[config.mk]
export PLATFORM = sky130hd
export DESIGN_NAME = dram_mux_ctrl
export DESIGN_NICKNAME = d
export VERILOG_FILES = /design/src/rtl/dmx_pkg.sv /design/src/rtl/dmx_ref_timer.sv /design/src/rtl/dmx_row_ptr.sv /design/src/rtl/dmx_fsm.sv /design/src/rtl/dram_mux_ctrl.sv
export SDC_FILE = /design/constraint.sdc
export NUM_CORES = 1
export LEC_CHECK = 0
export BUFFER_PORTS_ARGS = -buffer_cell sky130_fd_sc_hd__buf_2
export CORE_MARGIN = 5
export CORE_UTILIZATION = 35
export CTS_BUF_LIST = sky130_fd_sc_hd__clkbuf_8
export DETAILED_ROUTE_END_ITERATION = 10
export PLACE_DENSITY = 0.58
export SYNTH_ARGS = -nofsm -noshare
export SYNTH_HDL_FRONTEND = slang
export SYNTH_SLANG_ARGS = --single-unit
[constraint.sdc]
create_clock -name clk -period 2.6 [get_ports clk]
set_input_delay 0 -clock clk [delete_from_list [all_inputs] [get_ports clk]]
set_output_delay 0 -clock clk [all_outputs]
set_load 0.02 [all_outputs]
[src/rtl/dmx_pkg.sv]
package dmx_pkg;

  typedef enum logic [2:0] {
    ST_IDLE  = 3'd0,
    ST_ROW   = 3'd1,
    ST_COL   = 3'd2,
    ST_RSP   = 3'd3,
    ST_RROW  = 3'd4,
    ST_RHOLD = 3'd5,
    ST_REND  = 3'd6
  } dmx_state_e;

  // Step a counter by one, going back to zero after the last value.
  function automatic int unsigned wrap_inc(input int unsigned v, input int unsigned last);
    return (v >= last) ? 0 : v + 1;
  endfunction

endpackage

[src/rtl/dmx_ref_timer.sv]
module dmx_ref_timer #(
  parameter int IVL_W = 16
) (
  input  logic             clk,
  input  logic             rst_n,
  input  logic [IVL_W-1:0] ivl,
  input  logic             clear,
  output logic             pend
);
  logic [IVL_W-1:0] cnt;
  logic             tick;

  assign tick = (ivl != '0) && (cnt >= ivl - 1'b1);

  always_ff @(posedge clk) begin
    if (!rst_n) begin
      cnt  <= '0;
      pend <= 1'b0;
    end else begin
      if (ivl == '0) cnt <= '0;
      else if (tick) cnt <= '0;
      else cnt <= cnt + 1'b1;
      if (clear) pend <= 1'b0;
      if (tick) pend <= 1'b1;
    end
  end
endmodule

[src/rtl/dmx_row_ptr.sv]
module dmx_row_ptr import dmx_pkg::*; #(
  parameter int ROW_W = 9
) (
  input  logic             clk,
  input  logic             rst_n,
  input  logic             step,
  output logic [ROW_W-1:0] row
);
  localparam int unsigned LAST = (1 << ROW_W) - 1;

  always_ff @(posedge clk) begin
    if (!rst_n) row <= '0;
    else if (step) row <= ROW_W'(wrap_inc(int'(row), LAST));
  end
endmodule

[src/rtl/dmx_fsm.sv]
module dmx_fsm import dmx_pkg::*; (
  input  logic       clk,
  input  logic       rst_n,
  input  logic       req_valid,
  input  logic       ref_pend,
  output dmx_state_e state
);
  dmx_state_e nxt;

  always_comb begin
    nxt = state;
    case (state)
      ST_IDLE: begin
        if (ref_pend) nxt = ST_RROW;
        else if (req_valid) nxt = ST_ROW;
      end
      ST_ROW:   nxt = ST_COL;
      ST_COL:   nxt = ST_RSP;
      ST_RSP:   nxt = ST_IDLE;
      ST_RROW:  nxt = ST_RHOLD;
      ST_RHOLD: nxt = ST_REND;
      ST_REND:  nxt = ST_IDLE;
      default:  nxt = ST_IDLE;
    endcase
  end

  always_ff @(posedge clk) begin
    if (!rst_n) state <= ST_IDLE;
    else state <= nxt;
  end
endmodule

[src/rtl/dram_mux_ctrl.sv]
module dram_mux_ctrl import dmx_pkg::*; #(
  parameter int ROW_W = 9,
  parameter int COL_W = 9,
  parameter int IVL_W = 16,
  localparam int ADDR_W = ROW_W + COL_W,
  localparam int MUX_W  = (ROW_W > COL_W) ? ROW_W : COL_W
) (
  input  logic              clk,
  input  logic              rst_n,
  input  logic [IVL_W-1:0]  cfg_ref_ivl,
  input  logic              req_valid,
  output logic              req_ready,
  input  logic              req_write,
  input  logic [ADDR_W-1:0] req_addr,
  input  logic              req_wdata,
  output logic              rsp_valid,
  output logic              rsp_rdata,
  output logic [MUX_W-1:0]  mem_addr,
  output logic              mem_ras,
  output logic              mem_cas,
  output logic              mem_we,
  output logic              mem_wdata,
  input  logic              mem_rdata
);
  function automatic logic [ROW_W-1:0] row_of(input logic [ADDR_W-1:0] a);
    return a[ADDR_W-1:COL_W];
  endfunction

  function automatic logic [COL_W-1:0] col_of(input logic [ADDR_W-1:0] a);
    return a[COL_W-1:0];
  endfunction

  dmx_state_e       state;
  logic             ref_pend;
  logic             ref_done;
  logic             ref_active;
  logic             acc_accept;
  logic [ROW_W-1:0] ref_row;
  logic [ROW_W-1:0] lat_row;
  logic [COL_W-1:0] lat_col;
  logic             lat_we;
  logic             lat_d;

  assign req_ready  = (state == ST_IDLE) && !ref_pend;
  assign acc_accept = req_valid && req_ready;
  assign ref_done   = (state == ST_REND);
  assign ref_active = (state == ST_RROW) || (state == ST_RHOLD) || (state == ST_REND);

  dmx_ref_timer #(.IVL_W(IVL_W)) u_timer (
    .clk   (clk),
    .rst_n (rst_n),
    .ivl   (cfg_ref_ivl),
    .clear (ref_done),
    .pend  (ref_pend)
  );

  dmx_row_ptr #(.ROW_W(ROW_W)) u_rowptr (
    .clk   (clk),
    .rst_n (rst_n),
    .step  (ref_done),
    .row   (ref_row)
  );

  dmx_fsm u_fsm (
    .clk       (clk),
    .rst_n     (rst_n),
    .req_valid (req_valid),
    .ref_pend  (ref_pend),
    .state     (state)
  );

  always_ff @(posedge clk) begin
    if (!rst_n) begin
      lat_row <= '0;
      lat_col <= '0;
      lat_we  <= 1'b0;
      lat_d   <= 1'b0;
    end else if (acc_accept) begin
      lat_row <= row_of(req_addr);
      lat_col <= col_of(req_addr);
      lat_we  <= req_write;
      lat_d   <= req_wdata;
    end
  end

  always_comb begin
    case (state)
      ST_ROW:            mem_addr = MUX_W'(lat_row);
      ST_COL:            mem_addr = MUX_W'(lat_col);
      ST_RROW, ST_RHOLD: mem_addr = MUX_W'(ref_row);
      default:           mem_addr = '0;
    endcase
  end

  assign mem_ras   = (state == ST_ROW) || (state == ST_COL) ||
                     (state == ST_RROW) || (state == ST_RHOLD);
  assign mem_cas   = (state == ST_COL);
  assign mem_we    = (state == ST_COL) && lat_we;
  assign mem_wdata = (state == ST_COL) && lat_we && lat_d;
  assign rsp_valid = (state == ST_RSP);
  assign rsp_rdata = (state == ST_RSP) && !lat_we && mem_rdata;
endmodule

**After elaboration in Yosys (flattened, before gate mapping)**

Cells that the tools add are included.

- Bits in registers: 49
- Bits of input ports: 40
- Output and inout port bits: 16
- Logic and storage cells: 46

- Add/subtract/negate cells: 3
- $lt $le $gt $ge: 2
- Equality and inequality tests: 7
- Mux-type cells: 7
- Bitwise operators: 1
- Reduce and logical (&&, ||, !) cells: 18

Operators with widths:

| cell | count |
|---|---|
| 9-bit case mux with 3 select lines | 1 |
| 16-bit by 1-bit adder with 16-bit output (second input constant) | 1 |
| 16-bit >= comparator | 1 |
| 16-bit logical NOT | 1 |
| 16-bit nonzero test | 1 |
| 16-bit by 1-bit subtractor with 16-bit output (second input constant) | 1 |
| 3-bit case mux with 5 select lines | 1 |
| 9-bit by 1-bit adder with 9-bit output (second input constant) | 1 |
| 3-bit == test (second input constant) | 3 |
| 9-bit >= comparator (second input constant) | 1 |
| 9-bit 2-to-1 mux | 1 |
| 1-bit logical AND | 7 |
| 3-bit by 2-bit == test with 1-bit output (second input constant) | 2 |
| 3-bit 2-to-1 mux | 2 |
| 3-bit by 1-bit == test with 1-bit output (second input constant) | 1 |
| 3-bit logical NOT | 1 |
| 1-bit logical OR | 3 |
| 3-bit by 2-bit != test with 1-bit output (second input constant) | 1 |
| 3-bit OR reduction | 1 |
| 1-bit logical NOT | 2 |
| 1-bit 2-to-1 mux | 2 |
| 2-bit nonzero test | 1 |
| 2-bit OR reduction | 1 |
| 1-bit inverter | 1 |

**Logic depth before layout (Yosys ltp)**

Gate-level depths: netlist (run 1).

- Depth in word-level cells: 4
- Gate-level depth with buffers: 13
- Gate-level depth less buffers: 12

**Modules after synthesis**

From an unflattened synthesis (run 1), not the netlist that was laid out.

- Cell total of the unflattened synthesis: 348
- Area, all modules: 2974.1 µm²

By module, submodules not included:

| module | instances | cells each | area each (µm²) | sequential area each (µm²) |
|---|---|---|---|---|
| dmx_ref_timer | 1 | 155 | 1322.5 | 340.3 |
| dram_mux_ctrl | 1 | 129 | 1063.5 | 400.4 |
| dmx_row_ptr | 1 | 50 | 455.4 | 180.2 |
| dmx_fsm | 1 | 14 | 132.6 | 60.1 |

**Worst setup path before layout (run 1)**

No wires, ideal clock.

- Path kind: input -> register
- Start point: in cfg_ref_ivl[2]
- End point: reg u_timer.cnt[7]
- Setup time: 64 ps
- Arrival: 2638 ps
- Data required time: 2536 ps
- Path slack: -102 ps
- Stages on the path: 12
- Buffers on the path: 1
- Path through: or4_1 -> or3_1 -> nor2_1 -> nand3b_1 -> xor2_1 -> ha_1 -> nand4_1 -> nor2_1 -> a311oi_1 -> nand4_4 -> buf_6 -> nor2_1

- Word-level cells in the longest chain between the ends: 4
- Elaborated cells on any way between the ends: 6
- Those cells by class: add/sub: 1; order compare: 1; reduce/logical: 4

Ends and longest elaborated chain:

| item | RTL line | RTL |
|---|---|---|
| start, declared | dram_mux_ctrl.sv:10 | `input logic [IVL_W-1:0] cfg_ref_ivl,` |
| 16-bit by 1-bit subtractor with 16-bit output | dmx_ref_timer.sv:13 | `assign tick = (ivl != '0) && (cnt >= ivl - 1'b1);` |
| 16-bit >= comparator | dmx_ref_timer.sv:13 |  |
| 1-bit logical AND | dmx_ref_timer.sv:13 |  |
| 3-bit OR reduction (no source line) (*) | -- |  |
| end signal, assigned | dmx_ref_timer.sv:22 | `else cnt <= cnt + 1'b1;` |
| end, declared | dmx_ref_timer.sv:10 | `logic [IVL_W-1:0] cnt;` |

Every way passes the cells marked *; elsewhere a longest branch is shown, timed or not.
A chain may end at the register's enable or synchronous reset.

**Worst setup path after layout (run 1)**

- Start point: in cfg_ref_ivl[2]
- End point: reg u_timer.cnt[8]

The elaborated chain is that of the path after synthesis.

==> impl_metrics.tcl, run 1 <==
set metrics [dict create \
    finalNonFillerCells 537 \
    final_cell_mix "nand2_1 (68), buf_2 (54), dfxtp_1 (49), nor2_1 (38), a21oi_1 (28)" \
    fin_skew_ns 0.00287 \
    worstPathMaxFanout 8 \
    die_area_um2 9660 \
    drc 0 \
    yosys.area_share.simple 0.270 \
    synthMuxAreaShare 0 \
    die_h_um 98.3 \
    fin_nets 496 \
    stdcell_area_um2 3600 \
    wl_per_cell_um 13.0 \
    htreeDepth 2 \
    clk_latency_ns 0.30 \
    grt_pass1_vias 2523 \
    syn_to_final_growth_pct 32.2 \
    cp_num_cells 13 \
    min_path_type "input pin to register" \
    ir_drop_v 0.000298 \
    critPathLaunchType "input pin" \
    r2r_end "lat_col[3]" \
    synth_cells 347 \
    min_path_cells 3 \
    max_clock_freq_mhz 394 \
    synth.distinct_cells 35 \
    power.leakage_nw 1.49 \
    drt_first_pass_iters 5 \
    synth_nets 408 \
    synth-xor-area-share 0.109 \
    regToRegSetupSlack_ns 0.34 \
    synth_area_um2 2730 \
    synthFlopType "dfxtp_1" \
    cts_buffers 5 \
    drv_slew 0 \
    die_x_um 98.3 \
    critPathRequiredTime_ns 2.84 \
    grt_max_degree 24 \
    clk_pin_slew_ns 0.08 \
    clock_path_buffers 2 \
    port_buffers 55 \
    reg2regPathDepth 4 \
    gr-usage-met1 0.193 \
    placed_cell_area_um2 3210 \
    synth_top_family_by_area "simple AND/OR/NAND/NOR gates" \
    met3_usage 0.0279 \
    power_w 0.00152 \
    dp_cells 508 \
    synthArstFlopShare 0 \
    cts.sink_count 49 \
    antenna_found_initial 0 \
    synth_fa_ha_area_frac 0.0964 \
    endpoint_kind "register" \
    grt_busiest_layer "met2" \
    max_cap_violations 0 \
    crit_path_end "u_timer.cnt[8]" \
    ys_warn_count 0 \
    worst_slew_margin_rel 0.500 \
    timing.critical_path.from "cfg_ref_ivl[2]" \
    grt_pass1_wl_um 11600 \
    wl_um 6990 \
    status "finished, final reports clean" \
    setup_ws_ns 0.0627 \
    cpMaxStageDelayCell "or4_4" \
    cts_setup_buffers 0 \
    ant_nets 0 \
    route.vias.total 2606 \
    cp_data_arrival_time_ns 2.78 \
    clockRootBuffer "clkbuf_8" \
    pre_cts_ws_ns -0.273 \
    worst_hold_slack_ns 0.154 \
    antennaDiodeCount 0 \
    rows 32 \
    grt_setup_unrepaired "true" \
    power.density_nw_per_um2 421 \
    reg2reg_from "u_fsm.state[1]" \
    synth-seq-area-share 0.360 \
    crit_family "simple AND/OR/NAND/NOR gates" \
    post-route-min-period_ns 2.54 \
    start_util 0.357 \
    final-hold-violation-count 0 \
    setup_viol 0 \
    worst_pin_slew_ns 0.750 \
    dr.first_iter.drc_count 101 \
    grt.total_usage 0.142 \
    worstSetupPathType "input pin to register" \
    syn_area_per_cell_um2 7.86 \
    path_buf_inv 2 \
    drive_gt1_frac 0.218 \
    finalCritPeriodShare 0.976 \
    path_cells "buf_6 -> or4_4 -> or3_4 -> nor2_4 -> nand3b_1 -> xor2_1 -> ha_1 -> nand4_1 -> nor2_1 -> a311oi_2 -> nand4_4 -> clkbuf_16 -> nor2_4" \
    ios 56 \
    gp_congestion 0.786 \
    vias_per_cell 4.85 \
    core_area_um2 7650 \
    gr-total-overflow 0 \
    cts_tree "yes" \
    dp_hpwl_um 5000 \
    crit_top_cell "nor2_4" \
    max_stage_delay_ns 0.52 \
    final_common_cell "nand2_1" \
    synth_edf_count 0 \
    use_met2 0.232 \
    synth-compound-area-share 0.134 \
    yosys_register_bits 49 \
]
## how the worst min path moves through the flow
stage / endpoint / start / slack (ns)
after detailed placement: lat_col[1] / req_addr[1] / 0.25
after global routing: u_fsm.state[0] / req_valid / 0.22
after global placement: lat_col[3] / req_addr[3] / 0.24
after floorplan: u_fsm.state[1] / rst_n / 0.12
after CTS: u_fsm.state[0] / req_valid / 0.15
final: u_fsm.state[0] / req_valid / 0.15
## flip-flops by register name, indices dropped and copies added (netlist names)
| register | cells |
|---|---|
| lat_we | 1 |
| u_timer.pend | 1 |
| u_rowptr.row | 9 |
| lat_col | 9 |
| lat_d | 1 |
| u_fsm.state | 3 |
| lat_row | 9 |
| u_timer.cnt | 16 |
## per-layer routing
layer,part of all wire,vias up
met4,0.013,0
met1,0.49,1182
met5,0,-
met2,0.46,53
met3,0.042,11
li1,-,1360
## stage by stage
stage | utilization | TNS, ns
detailed placement | 0.420 | -4.23
CTS | 0.459 | 0
finish | 0.471 | 0
global placement | 0.420 | -3.24
global route | 0.471 | -0.605
floorplan | - | 0
## final cells by class
class	instances	area [µm²]
Multi-Input combinational cell	278	1730
Clock buffer	6	82.6
Timing Repair Buffer	93	649
Clock inverter	1	3.75
Inverter	8	30.0
Tap cell	102	128
Fill cell	749	4040
Sequential cell	49	981
## timing repair
item	CTS	global route
hold buffers	21	0
resized for setup	0	19
endpoints found under the hold margin	21	0
endpoints found under the setup margin	0	17
## cells in the mapped netlist, drive strengths merged, types with 4 or more instances
master,count,share of area
ha,21,0.096
inv,8,0.011
clkbuf,9,0.012
o21ai,14,0.026
a21oi,29,0.053
nand2,69,0.095
nand4,6,0.019
nor2,47,0.065
xor2,19,0.061
nor3,6,0.011
nand3,11,0.020
xnor2,15,0.048
and3,5,0.011
dfxtp,49,0.36
a22oi,9,0.025
and2,4,0.0092
## logic make-up after synthesis
kind of cell,after synthesis
AND/OR/NAND/NOR,162
AO/OA/AOI/OAI,61
flip-flops,49
XOR/XNOR,34
adder cells (fa/ha/maj),21
buffers and inverters,20
## report_power, final
part	internal (W)	switching (W)
Clock	0.000208	0.000237
Combinational	0.000126	0.000146
Sequential	0.000779	0.0000242
## worst register-to-register path, delay by kind of cell (launching register included)
family,cells,cell delay (ns)
and+or+nand+nor,3,1.53
DFF,1,0.51
AOI/OAI and AO/OA,1,0.08
Note: power is estimated with default switching activity, not from simulation.
==> inputs of run 2 (changes only) <==
--- a/config.mk
+++ b/config.mk
@@ -8,7 +8,6 @@
 export BUFFER_PORTS_ARGS = -buffer_cell sky130_fd_sc_hd__buf_2
 export CORE_MARGIN = 5
 export CORE_UTILIZATION = 35
-export CTS_BUF_LIST = sky130_fd_sc_hd__clkbuf_8
 export DETAILED_ROUTE_END_ITERATION = 10
 export PLACE_DENSITY = 0.58
 export SYNTH_ARGS = -nofsm -noshare
==> run 2 against run 1 <==
Power grew 0.12%. Non-clock buffer count is the same. Worst setup slack is essentially flat. Final area is the same. Combinational power is essentially flat. Sequential cell count is the same. Global-route usage is the same. Critical path type unchanged.
==> impl_metrics.tcl, run 2 (same netlist as run 1, synthesis figures left out) <==
set metrics [dict create \
    max_stage_delay_ns 0.52 \
    hp-start "req_valid" \
    clockRootBuffer "clkbuf_8" \
    worst_pin_slew_ns 0.750 \
    die_h_um 98.3 \
    min_path_type "input pin to register" \
    drive_gt1_frac 0.218 \
    fin_skew_ns 0.00491 \
    cts_tree "yes" \
    endpoint_kind "register" \
    clk_pin_slew_ns 0.08 \
    final_util 0.471 \
    clock_path_buffers 2 \
    largest-register "u_timer.cnt" \
    syn_to_final_growth_pct 32.2 \
    largest_reg_flops 16 \
    combPwrFrac 0.179 \
    final_common_cell "nand2_1" \
    start_util 0.357 \
    path_cells "buf_6 -> or4_4 -> or3_4 -> nor2_4 -> nand3b_1 -> xor2_1 -> ha_1 -> nand4_1 -> nor2_1 -> a311oi_2 -> nand4_4 -> clkbuf_16 -> nor2_4" \
    switching_share 0.266 \
    grt_max_degree 24 \
    reg2reg_from "u_fsm.state[1]" \
    cpMaxStageDelayCell "or4_4" \
    final-hold-violation-count 0 \
    wl_um 6980 \
    drc 0 \
    worst_hold_slack_ns 0.154 \
    core_area_um2 7650 \
    die_x_um 98.3 \
    critPathLaunchType "input pin" \
    critPathRequiredTime_ns 2.84 \
    gr-total-overflow 0 \
    ant_nets 0 \
    path_buf_inv 2 \
    grt.total_usage 0.142 \
    p_int_w 0.00112 \
    cts_setup_buffers 0 \
    cts.sink_count 49 \
    clk_latency_ns 0.30 \
    worstPathMaxFanout 8 \
    finalCritPeriodShare 0.976 \
    max_clock_freq_mhz 394 \
    max_cap_violations 0 \
    port_buffers 55 \
    seqPwrFrac 0.528 \
    vias_per_cell 4.86 \
    die_area_um2 9660 \
    antenna_found_initial 0 \
    grt_pass1_wl_um 11600 \
    drv_slew 0 \
    antennaDiodeCount 0 \
    post-route-min-period_ns 2.54 \
    htreeDepth 2 \
    power.density_nw_per_um2 422 \
    drt_first_pass_iters 5 \
    dr.first_iter.drc_count 95 \
    timing.critical_path.from "cfg_ref_ivl[2]" \
    dp_hpwl_um 5000 \
    pwr-share-clk 0.293 \
    worst_slew_margin_rel 0.500 \
    grt_setup_unrepaired "true" \
    cts_buffers 5 \
    power.leakage_nw 1.49 \
    cp_data_arrival_time_ns 2.78 \
    gp_congestion 0.786 \
    setup_viol 0 \
    crit_top_cell "nor2_4" \
    status "finished, final reports clean" \
    ios 56 \
    worstSetupPathType "input pin to register" \
    wl_per_cell_um 13.0 \
    fin_nets 496 \
    ir_drop_v 0.000298 \
    crit_family "simple AND/OR/NAND/NOR gates" \
    rows 32 \
    grt_pass1_vias 2523 \
    switchingPower_w 0.000405 \
    route.vias.total 2608 \
    final_cell_mix "nand2_1 (68), buf_2 (54), dfxtp_1 (49), nor2_1 (38), a21oi_1 (28)" \
]
run 2: stage by stage:
step           cell area [µm²]  setup TNS (ns)  cells  setup WS (ns)  power, W
2_1_floorplan             2730               0    347        0.00331  0.000956
3_3_place_gp              3210           -3.24    508         -0.195   0.00105
3_5_place_dp              3210           -4.23    508         -0.273   0.00106
4_1_cts                   3510               0    536         0.0317   0.00153
5_1_grt                   3600          -0.605    537        -0.0490   0.00160
6_report                  3600               0    537         0.0627   0.00152
run 2: repair_timing:
| action | in CTS | in global routing |
|---|---|---|
| setup endpoints to repair | 0 | 17 |
| gates resized for setup | 0 | 19 |
| hold buffers | 21 | 0 |
| hold endpoints to repair | 21 | 0 |
run 2: area by class of cell:
type	instances	area, µm²
fillers	749	4040
clock buffers	7	86.3
multi-input cells	278	1730
flip-flops and latches	49	981
inverters	8	30.0
well taps	102	128
repair buffers	93	649
run 2: tightest hold or removal path: cells and delay by family:
| family | cells | cell delay [ns] |
|---|---|---|
| compound gates | 2 | 0.29 |
| buf+inv | 1 | 0.11 |
run 2: power by group through the flow:
stage | logic, W | clock network (W) | registers, W
after floorplan | 0.000147 | 0 | 0.000809
after global placement | 0.000234 | 0 | 0.000820
after detailed placement | 0.000237 | 0 | 0.000821
after CTS | 0.000263 | 0.000466 | 0.000803
after global routing | 0.000304 | 0.000490 | 0.000808
final | 0.000272 | 0.000446 | 0.000803
run 2: per-layer routing:
metal	global-route usage	vias up	wire (µm)
li1	-	1360	-
met1	0.193	1184	3380
met2	0.232	53	3220
met3	0.0279	11	290
met4	0.0347	0	90
met5	0	-	0
run 2: final timing paths:
| kind | endpoint | slack (ns) | cells past startpoint |
|---|---|---|---|
| worst max-delay path | u_timer.cnt[8] | 0.06 | 13 |
| worst min-delay path | u_fsm.state[0] | 0.15 | 3 |
| worst max register to register | lat_col[3] | 0.34 | 4 |
| worst min register to register | lat_row[6] | 0.46 | 2 |
